==> config.mk <==
export PLATFORM = sky130hd
export DESIGN_NAME = sfr_frame_serializer
export DESIGN_NICKNAME = d
export VERILOG_FILES = /design/src/rtl/sfr_pkg.sv /design/src/rtl/sfr_balance_enc.sv /design/src/rtl/sfr_word_hold.sv /design/src/rtl/sfr_frame_shift.sv /design/src/rtl/sfr_frame_serializer.sv
export SDC_FILE = /design/constraint.sdc
export NUM_CORES = 1
export LEC_CHECK = 0
export CAP_MARGIN = 25
export CORE_UTILIZATION = 30
export CTS_CLUSTER_DIAMETER = 120
export CTS_CLUSTER_SIZE = 30
export DETAILED_ROUTE_END_ITERATION = 10
export SLEW_MARGIN = 20
export SYNTH_ARGS = -nofsm -noshare
export SYNTH_HDL_FRONTEND = slang
export SYNTH_SLANG_ARGS = --single-unit
==> constraint.sdc <==
create_clock -name clk -period 10.35 [get_ports clk]
set_input_delay 1.5525 -clock clk [delete_from_list [all_inputs] [get_ports clk]]
set_output_delay 1.5525 -clock clk [all_outputs]
set_load 0.03 [all_outputs]
==> src/rtl/sfr_pkg.sv <==
package sfr_pkg;

  localparam int OVERHEAD_BITS = 4;

  // number of set bits in a vector (payloads up to 64 bits)
  function automatic int count_ones(input logic [63:0] v);
    int n;
    n = 0;
    for (int i = 0; i < 64; i++) n += int'(v[i]);
    return n;
  endfunction

  // inversion decision from payload and running disparity
  function automatic logic want_invert(input int word_disp, input int run_disp);
    if (run_disp == 0) return 1'b0;
    if (word_disp == 0) return run_disp < 0;
    return (word_disp > 0) == (run_disp > 0);
  endfunction

endpackage

==> src/rtl/sfr_balance_enc.sv <==
module sfr_balance_enc
  import sfr_pkg::*;
#(
  parameter int PAYLOAD_W = 24,
  parameter int DISP_W    = 8
) (
  input  logic [PAYLOAD_W-1:0]               word_in,
  input  logic signed [DISP_W-1:0]           run_disp,
  output logic [PAYLOAD_W+OVERHEAD_BITS-1:0] frame_out,
  output logic signed [DISP_W-1:0]           next_disp,
  output logic                               invert
);
  localparam int FRAME_W = PAYLOAD_W + OVERHEAD_BITS;

  logic [PAYLOAD_W-1:0] tx_word;
  logic                 parity_bit;
  int                   word_disp;
  int                   frame_disp;

  always_comb begin
    word_disp  = 2 * count_ones(64'(word_in)) - PAYLOAD_W;
    invert     = want_invert(word_disp, int'(run_disp));
    tx_word    = invert ? ~word_in : word_in;
    parity_bit = ^{tx_word, invert};
    frame_out  = {1'b1, tx_word, invert, parity_bit, 1'b0};
    frame_disp = 2 * count_ones(64'(frame_out)) - FRAME_W;
    next_disp  = run_disp + $signed(DISP_W'(frame_disp));
  end

endmodule

==> src/rtl/sfr_word_hold.sv <==
module sfr_word_hold #(
  parameter int PAYLOAD_W = 24
) (
  input  logic                 clk,
  input  logic                 rst_n,
  input  logic                 strobe,
  input  logic [PAYLOAD_W-1:0] data_in,
  input  logic                 take,
  output logic [PAYLOAD_W-1:0] held_word,
  output logic                 ready,
  output logic                 accept_evt
);
  logic full;

  assign accept_evt = strobe && !full;
  assign ready      = !full;

  always_ff @(posedge clk) begin
    if (!rst_n) begin
      held_word <= '0;
      full      <= 1'b0;
    end else begin
      if (accept_evt) held_word <= data_in;
      if (accept_evt)  full <= 1'b1;
      else if (take)   full <= 1'b0;
    end
  end

endmodule

==> src/rtl/sfr_frame_shift.sv <==
module sfr_frame_shift #(
  parameter int FRAME_W = 28,
  localparam int IDX_W  = $clog2(FRAME_W)
) (
  input  logic               clk,
  input  logic               rst_n,
  input  logic               link_ok,
  input  logic               bit_en,
  input  logic [FRAME_W-1:0] next_frame,
  output logic               load_evt,
  output logic               frame_end,
  output logic               active,
  output logic [IDX_W-1:0]   bit_idx,
  output logic               ser_bit
);
  logic [FRAME_W-1:0] shreg;

  assign frame_end = active && bit_en && (bit_idx == IDX_W'(FRAME_W - 1));
  assign load_evt  = link_ok && (!active || frame_end);
  assign ser_bit   = shreg[FRAME_W-1];

  always_ff @(posedge clk) begin
    if (!rst_n || !link_ok) begin
      active  <= 1'b0;
      bit_idx <= '0;
      shreg   <= '0;
    end else if (load_evt) begin
      active  <= 1'b1;
      bit_idx <= '0;
      shreg   <= next_frame;
    end else if (bit_en) begin
      bit_idx <= bit_idx + 1'b1;
      shreg   <= {shreg[FRAME_W-2:0], 1'b0};
    end
  end

endmodule

==> src/rtl/sfr_frame_serializer.sv <==
module sfr_frame_serializer
  import sfr_pkg::*;
#(
  parameter int PAYLOAD_W = 24,
  parameter int DISP_W    = 8,
  localparam int FRAME_W  = PAYLOAD_W + OVERHEAD_BITS,
  localparam int IDX_W    = $clog2(FRAME_W)
) (
  input  logic                 clk,
  input  logic                 rst_n,
  input  logic                 clk_stable,
  input  logic                 pwr_up,
  input  logic                 out_en,
  input  logic                 word_strobe,
  input  logic [PAYLOAD_W-1:0] word_in,
  input  logic                 bit_en,
  output logic                 ready,
  output logic                 ser_out,
  output logic                 ser_valid
);
  logic                     link_ok;
  logic                     load_evt;
  logic                     frame_end;
  logic                     link_active;
  logic                     accept_evt;
  logic                     ser_bit;
  logic                     invert;
  logic [IDX_W-1:0]         bit_idx;
  logic [PAYLOAD_W-1:0]     held_word;
  logic [FRAME_W-1:0]       next_frame;
  logic signed [DISP_W-1:0] run_disp;
  logic signed [DISP_W-1:0] next_disp;

  assign link_ok = clk_stable && pwr_up;

  sfr_word_hold #(.PAYLOAD_W(PAYLOAD_W)) u_hold (
    .clk(clk), .rst_n(rst_n), .strobe(word_strobe), .data_in(word_in),
    .take(load_evt), .held_word(held_word), .ready(ready), .accept_evt(accept_evt)
  );

  sfr_balance_enc #(.PAYLOAD_W(PAYLOAD_W), .DISP_W(DISP_W)) u_enc (
    .word_in(held_word), .run_disp(run_disp), .frame_out(next_frame),
    .next_disp(next_disp), .invert(invert)
  );

  sfr_frame_shift #(.FRAME_W(FRAME_W)) u_shift (
    .clk(clk), .rst_n(rst_n), .link_ok(link_ok), .bit_en(bit_en),
    .next_frame(next_frame), .load_evt(load_evt), .frame_end(frame_end),
    .active(link_active), .bit_idx(bit_idx), .ser_bit(ser_bit)
  );

  always_ff @(posedge clk) begin
    if (!rst_n || !link_ok) run_disp <= '0;
    else if (load_evt)      run_disp <= next_disp;
  end

  assign ser_valid = link_active && link_ok && out_en;
  assign ser_out   = ser_valid && ser_bit;

endmodule

[Yosys cells after proc, flatten, opt, wreduce, memory -nomap -nowiden]
Index checks and enable logic that the tools add are counted.
Widths: inputs -> output; s select.
Storage, ports and cells
  memory bits (read-only): 0
  memories kept: 0
  input bits: 31
  bits in latches: 0
  memory bits (writable): 0
  bits in registers: 66
Cells by class
  equality and inequality tests: 2
  bitwise operators: 1
  shifts and indexed selects: 0
  order comparisons: 3
  multiply operators: 0
  add/subtract/negate cells: 53
  divide/modulo/power cells: 0
  reduce and logical (&&, ||, !) cells: 20
  mux-type cells: 12
Operator list (count)
  $add 31x2->31: 22
  $add 7x2->7: 24
  $logic_not 32->1: 2
  $mux 28: 2
  $gt 32x1->1 const B: 1
  $sub 32x6->32 const B: 1
  $reduce_xor 25->1: 1
  $mux 24: 1
  $not 24->24: 1
  $mux 1: 9
  $add 8x8->8: 1
  $gt 8x1->1 const B: 1
  $logic_and 1x1->1: 8
  $lt 8x1->1 const B: 1
  $sub 8x6->8 const B: 1
  $add 7x2->7 const B: 1
  $add 5x1->5 const B: 1
  $eq 5x5->1 const B: 1
  $add 1x1->2: 2
  $logic_not 1->1: 4
  $reduce_bool 2->1: 2
  $logic_or 1x1->1: 2
  $reduce_or 2->1: 1
  $eq 1x1->1: 1

[Depth between registers and ports, before layout]
Gate-level depths: netlist (run 1).
  depth after elaboration: 59
  gate-level depth with buffers: 47
  gate-level depth less buffers: 46

[Cells and area by module]
From an unflattened synthesis (run 1), not the netlist that was laid out.
Second synthesis, totals
  cell total of the unflattened synthesis: 567
  area, all modules: 5411.4 µm²
By module, submodules not included
  sfr_balance_enc: instances 1, area each 2352.3 µm², cells an instance 247, sequential area each 0.0 µm²
  sfr_frame_shift: instances 1, area each 1724.2 µm², cells an instance 182, sequential area each 680.7 µm²
  sfr_word_hold: instances 1, area each 1023.5 µm², cells an instance 109, sequential area each 500.5 µm²
  sfr_frame_serializer: instances 1, area each 311.5 µm², cells an instance 29, sequential area each 160.2 µm²

[Least setup slack after synthesis (run 1)]
No wires, ideal clock.
  kind: register to register
  start point: reg u_hold.held_word[0]
  end point: reg run_disp[7]
  slack: -0.791 ns
  data arrival time: 11.071 ns
  setup time: 0.071 ns
  data required time: 10.279 ns
  stages on the path, launching flop included: 41
  cell sequence: dfxtp_1 -> ha_1 -> inv_1 -> fa_1 -> inv_1 -> fa_1 -> fa_1 -> fa_1 -> inv_1 -> fa_1 -> fa_1 -> fa_1 -> xnor2_1 -> nand3_1 -> ha_1 -> and4_1 -> a31oi_2 -> mux2i_2 -> [... 5 more ...] -> fa_1 -> fa_1 -> fa_1 -> fa_1 -> fa_1 -> ha_1 -> inv_1 -> fa_1 -> xnor2_1 -> ha_1 -> ha_1 -> a21o_1 -> a21oi_1 -> o21bai_1 -> a21oi_1 -> xor2_1 -> or3_1 -> a21oi_1
Between the ends
  word-level cells in the longest chain between the ends: 59
  elaborated cells on any way between the ends: 63
RTL lines
  start, declared: line sfr_word_hold.sv:9  | output logic [PAYLOAD_W-1:0] held_word,
  start signal, assigned: line sfr_word_hold.sv:23  | if (accept_evt) held_word <= data_in;
  branches (longest 55 deep; another with $add 31x2->31)
  $add 7x2->7 * (2 in a row): line sfr_pkg.sv:9  | for (int i = 0; i < 64; i++) n += int'(v[i]);
  $sub 8x6->8 *: line sfr_balance_enc.sv:26  | frame_disp = 2 * count_ones(64'(frame_out)) - FRAME_W;
  $add 8x8->8 *: line sfr_balance_enc.sv:27  | next_disp = run_disp + $signed(DISP_W'(frame_disp));
  end signal, assigned: line sfr_frame_serializer.sv:54  | else if (load_evt) run_disp <= next_disp;
  end, declared: line sfr_frame_serializer.sv:31  | logic signed [DISP_W-1:0] run_disp;
Every way passes the cells marked *. The select of a mux whose other input is x is not followed.
A chain may end at the register's enable or synchronous reset.

[Final worst setup path (run 1)]
Ends and elaborated chain as after synthesis.

==> metrics.txt, run 1 <==
status=complete, but fails checks; failing checks=negative setup slack; synthesized cell area=4740 sq um; starting density of the core=0.309; pins over their slew limit=0; I/O pins=34; minimum clock period=10.75 ns; CTS buffer count=9; worst-path maximum fanout=2; synth warn=0; area grow syn2layout=28.4%; crit path max-delay cell type=fa_1; dpl cells=777; port buffer count=33; number of remaining DRC errors=0; HP Class=reg2reg; Synth Instances=511; slowest cell delay on critical path=0.51 ns; crit start category=flop; clk sink count=65; top cell type's share of synthesized area=0.275; Die Footprint=16,300 sq um; Vias/cell=4.38; Die X-Extent=128 microns; antenna cells=0; synthesized flop and latch total=65; Synth area leaders=dfxtp_1, fa_1, ha_1, xnor2_1, mux2i_1; 1st-pass router iterations=4; syn_nets=609; Final ANT Viol Nets=0; RSZ-0062 raised after global routing=yes; Worst Skew=0.00491 ns; crit share post-route=1.04; Max Cap Viol=0; most common cell in the netlist=inv_1; Finished Layout Cells=798; largest net degree at the start of global routing=59; Async S/R FF share, synth=0; Hold-fix buffers, CTS=0; Reg clk slew, reported paths=0.06 ns; Rel. slew slack=0.420; Iter 0 DRT Violations=127; # H-tree levels=3; Longest Clk Path Bufs=2; number of synthesized flops with an enable pin=0; average size of a mapped cell=9.28 sq um; CP bufs+invs=9; Synth top cells by count=inv_1, dfxtp_1, nand2_1; Worst Setup End Kind=flop; Final Worst Setup Slack=-0.398 ns; Clk Latency, worst-skew pair=0.34 ns; setup total negative slack=-0.625 ns; sequential fraction of the synthesis area=0.275; first-pass GRT wire length=16,900 microns; Fin. Hold Viols=0; Yosys top cell by area=dfxtp_1; WP data arrival=11.02 ns; Cell variety after synth=39; Req. time, crit path=10.62 ns; routed wire length per instance=12.6 microns; max frequency=0.0930 GHz; DR vias=3,492; CP top delay family=adder cells; final net count=680; grt total ovfl=0; post-detail-place hpwl=7740 microns; Core Util, Final=0.397; Worst-Margin Slew=0.867 ns; Core Region=15,300 sq um; fraction of layout cells with a size suffix above 1=0.196; # setup viols final=3; Post-synth top flop=dfxtp_1; initial antenna violation count=0; GPL Wtd Cong=0.824; row count=45; Root Driver=clkbuf_16; vias in the first global route=3,533; die height=128 microns; Crit Path Category=reg2reg; Routed Wire Length=10,100 microns; most frequent CP cell=fa_1; gr usage total=0.135; CTS tree=built
layer usage:
metal / part of all wire / global-route usage
met1: 0.49 / 0.175
met4: 0.015 / 0.0422
met2: 0.47 / 0.217
met3: 0.030 / 0.0401
met5: 0 / 0
per-stage QoR:
stage	instance area, sq um	hold WS, ns	setup WS (ns)
finish	6080	0.499	-0.398
global route	6080	0.518	-0.834
global placement	5670	0.472	-0.338
floorplan	4820	0.462	-0.227
CTS	6020	0.501	-0.388
detailed placement	5670	0.491	-0.561
cells in the final DEF, fill, tap and decap left out, types with 9 or more instances in the layout:
master and instances:
a21boi_0 24, buf_4 49, a211oi_1 23, xnor2_1 31, fa_1 29, a21oi_1 11
clkdlybuf4s50_1 32, mux2i_1 27, xnor2_2 11, nand2_1 51, clkbuf_16 9, nor2_1 39
inv_1 62, dfxtp_1 63, xor2_1 13, ha_1 27
logic make-up after synthesis:
| logic type | share of synthesized area |
|---|---|
| simple gates | 0.110 |
| compound gates | 0.115 |
| xor+xnor | 0.129 |
| mux | 0.0623 |
| flops | 0.275 |
| fa+ha+maj | 0.229 |
| buf+inv | 0.0805 |
worst reg2reg max path: cells and delay by family (launching register included):
family,cells,cell delay [ns]
XOR/XNOR,4,0.75
multiplexers,1,0.25
flip-flops,1,0.35
AO/OA/AOI/OAI,6,0.68
buffers and inverters,9,0.37
adder cells (fa/ha/maj),20,7.70
AND/OR/NAND/NOR,3,0.58
worst paths after layout:
check                           depth (start not counted)  slack, ns               end           startpoint
worst max-delay path                                   43      -0.40       run_disp[7]  u_hold.held_word[0]
worst min-delay path                                    2       0.50  u_shift.shreg[1]     u_shift.shreg[1]
worst max register to register                         43      -0.40       run_disp[7]  u_hold.held_word[0]
worst min register to register                          2       0.50  u_shift.shreg[1]     u_shift.shreg[1]
area by class of cell:
type	instances	area, sq um
Multi-Input combinational cell	351	3200
Clock buffer	9	225
Sequential cell	65	1310
Clock inverter	7	92.6
Timing Repair Buffer	84	724
Fill cell	1561	9230
Tap cell	211	264
Inverter	71	269
registers in the layout, indices dropped and copies added, names as in the netlist:
name / flops
u_hold.held_word: 24
u_shift.shreg: 27
u_hold.full: 1
run_disp: 7
u_shift.bit_idx: 5
u_shift.active: 1
what timing repair did:
item	CTS	global route
endpoints found under the setup margin	5	5
pin swaps	9	6
gates resized for setup	3	11
setup buffers	3	2
Power of run 1 is left out: the tool's default activity adds up to more than one toggle a clock period on the data nets, which glitch-free logic cannot reach.
==> inputs of run 2 (changes only) <==
--- a/config.mk
+++ b/config.mk
@@ -5,11 +5,13 @@
 export SDC_FILE = /design/constraint.sdc
 export NUM_CORES = 1
 export LEC_CHECK = 0
+export ABC_AREA = 1
 export CAP_MARGIN = 25
 export CORE_UTILIZATION = 30
 export CTS_CLUSTER_DIAMETER = 120
 export CTS_CLUSTER_SIZE = 30
 export DETAILED_ROUTE_END_ITERATION = 10
+export SKIP_CTS_REPAIR_TIMING = 1
 export SLEW_MARGIN = 20
 export SYNTH_ARGS = -nofsm -noshare
 export SYNTH_HDL_FRONTEND = slang
==> run 2 against run 1 <==
- the flow still finishes with violations (negative setup slack)
- first-iteration DRC count is 53% higher
- global-route usage decreased by 0.61 points
- clock skew is essentially flat
- die area up 6.4%
- worst setup slack better by 0.32 ns
- via count increased by 14%
- routed wire length rose by 6.2%
- critical path type unchanged
==> metrics.txt, run 2 <==
Synth top cells by count=nand2_1, inv_1, dfxtp_1; starting density of the core=0.306; synthesized cell area=5050 sq um; post-synthesis adder-cell area fraction=0.215; WP data arrival=10.66 ns; Die X-Extent=132 microns; most common cell in the netlist=nand2_1; Root Driver=clkbuf_16; worst slack at placement=-0.316 ns; routed wire length per instance=11.5 microns; clk sink count=65; Die Footprint=17,400 sq um; dpl cells=913; most frequent cells in the layout=nand2_1, inv_1, dfxtp_1; largest net degree at the start of global routing=50; first-pass GRT wire length=17,600 microns; Core Region=16,500 sq um; Iter 0 DRT Violations=194; Post-Synth XOR/XNOR Area=0.0962; I/O pins=34; minimum clock period=10.43 ns; final net count=805; Synth Instances=639; Async S/R FF share, synth=0; Worst Setup End Kind=flop; Routed Wire Length=10,700 microns; FF/Latch Area=1300 sq um; max frequency=0.0959 GHz; initial antenna violation count=0; grt total ovfl=0; status=complete, but fails checks; Post-synth top flop=dfxtp_1; Longest Clk Path Bufs=2; failing checks=negative setup slack; DR vias=3,974; GPL Wtd Cong=0.791; average size of a mapped cell=7.90 sq um; Finished Layout Cells=931; top cell type's share of synthesized area=0.258; Largest Register=u_shift.shreg; # setup viols final=1; Max Cap Viol=0; setup total negative slack=-0.0790 ns; port buffer count=33; Final ANT Viol Nets=0; Vias/cell=4.27; area grow syn2layout=27.0%; Synth Area in Simple Gates=0.145; Fin. Hold Viols=0; number of synthesized flops with an enable pin=0; max reg flops=27; pins over their slew limit=0; slowest cell delay on critical path=0.56 ns; Synth area leaders=dfxtp_1, fa_1, nand2_1, ha_1, inv_1; # H-tree levels=3; row count=47; die height=132 microns; number of remaining DRC errors=0; most frequent CP cell=fa_1; Req. time, crit path=10.58 ns; CTS tree=built; Worst-Margin Slew=0.679 ns; RSZ-0062 raised after global routing=yes; Cell variety after synth=30; sequential fraction of the synthesis area=0.258; largest family of logic cells by synthesized area=adder cells; syn_nets=737; HP Class=reg2reg; Crit Path Category=reg2reg; post-detail-place hpwl=8490 microns; antenna cells=0; Final Worst Setup Slack=-0.0790 ns; Synth Area in Compound Gates=0.130; synth warn=0; crit share post-route=1.01; worst-path maximum fanout=2; fraction of layout cells with a size suffix above 1=0.188; gr usage total=0.129; vias in the first global route=3,764; post-synthesis mux area share=0.0436; synthesized flop and latch total=65; Yosys top cell by area=dfxtp_1; Clk Latency, worst-skew pair=0.34 ns; FILL cells=1,678; 1st-pass router iterations=4; multi-input combinational cell area=3440 sq um; largest registers=u_shift.shreg (27), u_hold.held_word (24), run_disp (7); crit start category=flop; CTS buffer count=9; Worst Skew=0.00476 ns; Rel. slew slack=0.546; Core Util, Final=0.388; Reg clk slew, reported paths=0.05 ns; crit path max-delay cell type=fa_2; commonest non-fill, non-tap cell in the layout=nand2_1
==> run 2: cells by family (layout without fill, tap and decap cells) <==
logic type	after synthesis	after routing
muxes	22	22
AOI/OAI and AO/OA	129	129
buffers and inverters	140	212
xor gates and xnor gates	40	40
and+or+nand+nor	176	176
DFF	65	65
adders and majority gates	67	67
==> run 2: layout make-up <==
class	count	share of cell area
timing repair buffer	77	0.105
tap	220	0.0429
clock inverter	3	0.00273
inverter	120	0.0706
clock buffer	12	0.0384
multi-input combinational	434	0.537
sequential	65	0.203
==> run 2: worst paths after layout <==
kind	cells past startpoint	start	endpoint	slack [ns]
worst min-delay path	2	u_shift.shreg[2]	u_shift.shreg[2]	0.47
worst min register to register	2	u_shift.shreg[2]	u_shift.shreg[2]	0.47
worst max-delay path	48	u_hold.held_word[1]	run_disp[7]	-0.08
worst max register to register	48	u_hold.held_word[1]	run_disp[7]	-0.08
==> run 2: worst max-delay path, delay by kind of cell, from the launching register on <==
kind	cells	cell delay (ns)
simple gates	14	1.17
compound gates	5	0.48
fa+ha+maj	20	7.78
buf+inv	7	0.28
xor+xnor	2	0.30
flops	1	0.33
==> run 2: stage by stage <==
stage	hold slack [ns]	area, sq um
3_3_place_gp	0.459	5920
2_1_floorplan	0.438	5120
5_1_grt	0.509	6410
6_report	0.469	6410
4_1_cts	0.470	6180
3_5_place_dp	0.462	5920
==> run 2: per-layer routing <==
layer / up-vias / GRT usage / routed length, microns
met5: - / 0 / 0
met4: 0 / 0.0504 / 178
met3: 15 / 0.0278 / 277
met2: 45 / 0.203 / 4760
met1: 1790 / 0.173 / 5470
li1: 2124 / - / -
Power of run 2 is left out for the same reason.
==> inputs of run 3 (changes only) <==
--- a/config.mk
+++ b/config.mk
@@ -7,10 +7,11 @@
 export LEC_CHECK = 0
 export ABC_AREA = 1
 export CAP_MARGIN = 25
-export CORE_UTILIZATION = 30
+export CORE_UTILIZATION = 45
 export CTS_CLUSTER_DIAMETER = 120
 export CTS_CLUSTER_SIZE = 30
 export DETAILED_ROUTE_END_ITERATION = 10
+export PLACE_DENSITY = 0.66
 export SKIP_CTS_REPAIR_TIMING = 1
 export SLEW_MARGIN = 20
 export SYNTH_ARGS = -nofsm -noshare
==> run 3 against run 2 <==
- highest routed layer unchanged
- final cell count down 9.1%
- clock skew up 0.0076 ns
- critical path depth down 2
- the run still ends with negative setup slack left
- worst setup slack worse by 0.23 ns
- hold slack better by 0.014 ns
==> metrics.txt, run 3 (same netlist as run 2, synthesis figures left out) <==
status=complete, but fails checks; Root Driver=clkbuf_8; CP endpoint=run_disp[7]; minimum clock period=10.66 ns; # H-tree levels=3; crit share post-route=1.03; Fin. Hold Viols=0; largest registers=u_shift.shreg (27), u_hold.held_word (24), run_disp (7); start of the worst register-to-register path=u_hold.held_word[1]; Worst Setup End Kind=flop; Final Worst Setup Slack=-0.309 ns; most frequent CP cell=fa_1; GPL Wtd Cong=0.829; grt total ovfl=0; failing checks=negative setup slack; pins over their slew limit=0; final net count=799; FF-to-FF setup slack=-0.31 ns; Final ANT Viol Nets=0; max frequency=0.0938 GHz; fraction of layout cells with a size suffix above 1=0.190; setup total negative slack=-0.726 ns; vias in the first global route=3,793; Crit Path Category=reg2reg; max reg flops=27; number of remaining DRC errors=0; row count=38; crit path max-delay cell type=fa_2; RSZ-0062 raised after global routing=yes; Routed Wire Length=10,800 microns; antenna cells=0; Longest Clk Path Bufs=2; routed wire length per instance=12.8 microns; 1st-pass router iterations=4; area grow syn2layout=22.5%; largest net degree at the start of global routing=58; most frequent cells in the layout=nand2_1, inv_1, dfxtp_1; Rel. slew slack=0.522; CP Launch Point=u_hold.held_word[1]; Vias/cell=4.84; commonest non-fill, non-tap cell in the layout=nand2_1; CTS tree=built; port buffer count=33; Reg clk slew, reported paths=0.08 ns; CTS buffer count=9; Iter 0 DRT Violations=134; first-pass GRT wire length=17,600 microns; Die Footprint=11,600 sq um; I/O pins=34; Worst-Margin Slew=0.715 ns; Max Cap Viol=0; Die X-Extent=108 microns; # setup viols final=5; HP Class=reg2reg; crit start category=flop; Core Region=10,900 sq um; starting density of the core=0.464; gr usage total=0.197; Clk Latency, worst-skew pair=0.36 ns; Worst Skew=0.0124 ns; RR Endpoint=run_disp[7]; WP data arrival=10.91 ns; Largest Register=u_shift.shreg; r2r worst-path depth=46; clk sink count=65; initial antenna violation count=0; worst-path maximum fanout=2; post-detail-place hpwl=8470 microns; Req. time, crit path=10.60 ns; slowest cell delay on critical path=0.57 ns; DR vias=4,096; FILL cells=979; die height=108 microns
run 3: changes by cell type in the layout (fill, tap and decap cells not counted), sizes merged:
cell,delta
clkbuf,-1
clkinvlp,-1
bufinv,+1
buf,-6
clkinv,+2
run 3: critical path: cells and delay by family (launching register included):
family / cells / cell delay (ns)
adders and majority gates: 20 / 7.85
and+or+nand+nor: 11 / 1.17
AOI/OAI and AO/OA: 6 / 0.64
DFF: 1 / 0.34
xor gates and xnor gates: 2 / 0.30
buffers and inverters: 7 / 0.28
run 3: how the worst min path moves through the flow:
stage / start / end / slack [ns] / depth (start not counted)
5_1_grt: u_shift.shreg[1] / u_shift.shreg[1] / 0.50 / 2
6_report: u_shift.shreg[27] / u_shift.shreg[27] / 0.48 / 2
3_5_place_dp: u_shift.shreg[1] / u_shift.shreg[1] / 0.47 / 2
4_1_cts: u_shift.shreg[1] / u_shift.shreg[1] / 0.48 / 2
3_3_place_gp: u_shift.shreg[1] / u_shift.shreg[1] / 0.46 / 2
2_1_floorplan: u_hold.full / u_hold.full / 0.44 / 2
run 3: cell type report:
| cell class | instances | area, sq um | area share |
|---|---|---|---|
| clock buffer | 11 | 151 | 0.0245 |
| clock inverter | 5 | 53.8 | 0.00870 |
| inverter | 120 | 450 | 0.0729 |
| multi-input combinational | 434 | 3420 | 0.554 |
| sequential | 65 | 1300 | 0.211 |
| tap | 140 | 175 | 0.0283 |
| timing repair buffer | 71 | 623 | 0.101 |
run 3: stage by stage:
| stage | hold slack (ns) | setup slack [ns] | instance area (sq um) | std cells | utilization |
|---|---|---|---|---|---|
| detailed placement | 0.470 | -0.299 | 5780 | 828 | 0.531 |
| finish | 0.483 | -0.309 | 6180 | 846 | 0.568 |
| global route | 0.498 | -0.701 | 6180 | 846 | 0.568 |
| CTS | 0.480 | -0.329 | 5990 | 844 | 0.550 |
| global placement | 0.457 | -0.0320 | 5780 | 828 | 0.531 |
| floorplan | 0.438 | 0.00400 | 5120 | 639 | - |
run 3: routing by layer:
metal,part of all wire,global-route usage
met2,0.48,0.330
met1,0.46,0.257
met5,0,0
met4,0.017,0.0753
met3,0.034,0.0297
Power of run 3 is left out for the same reason.
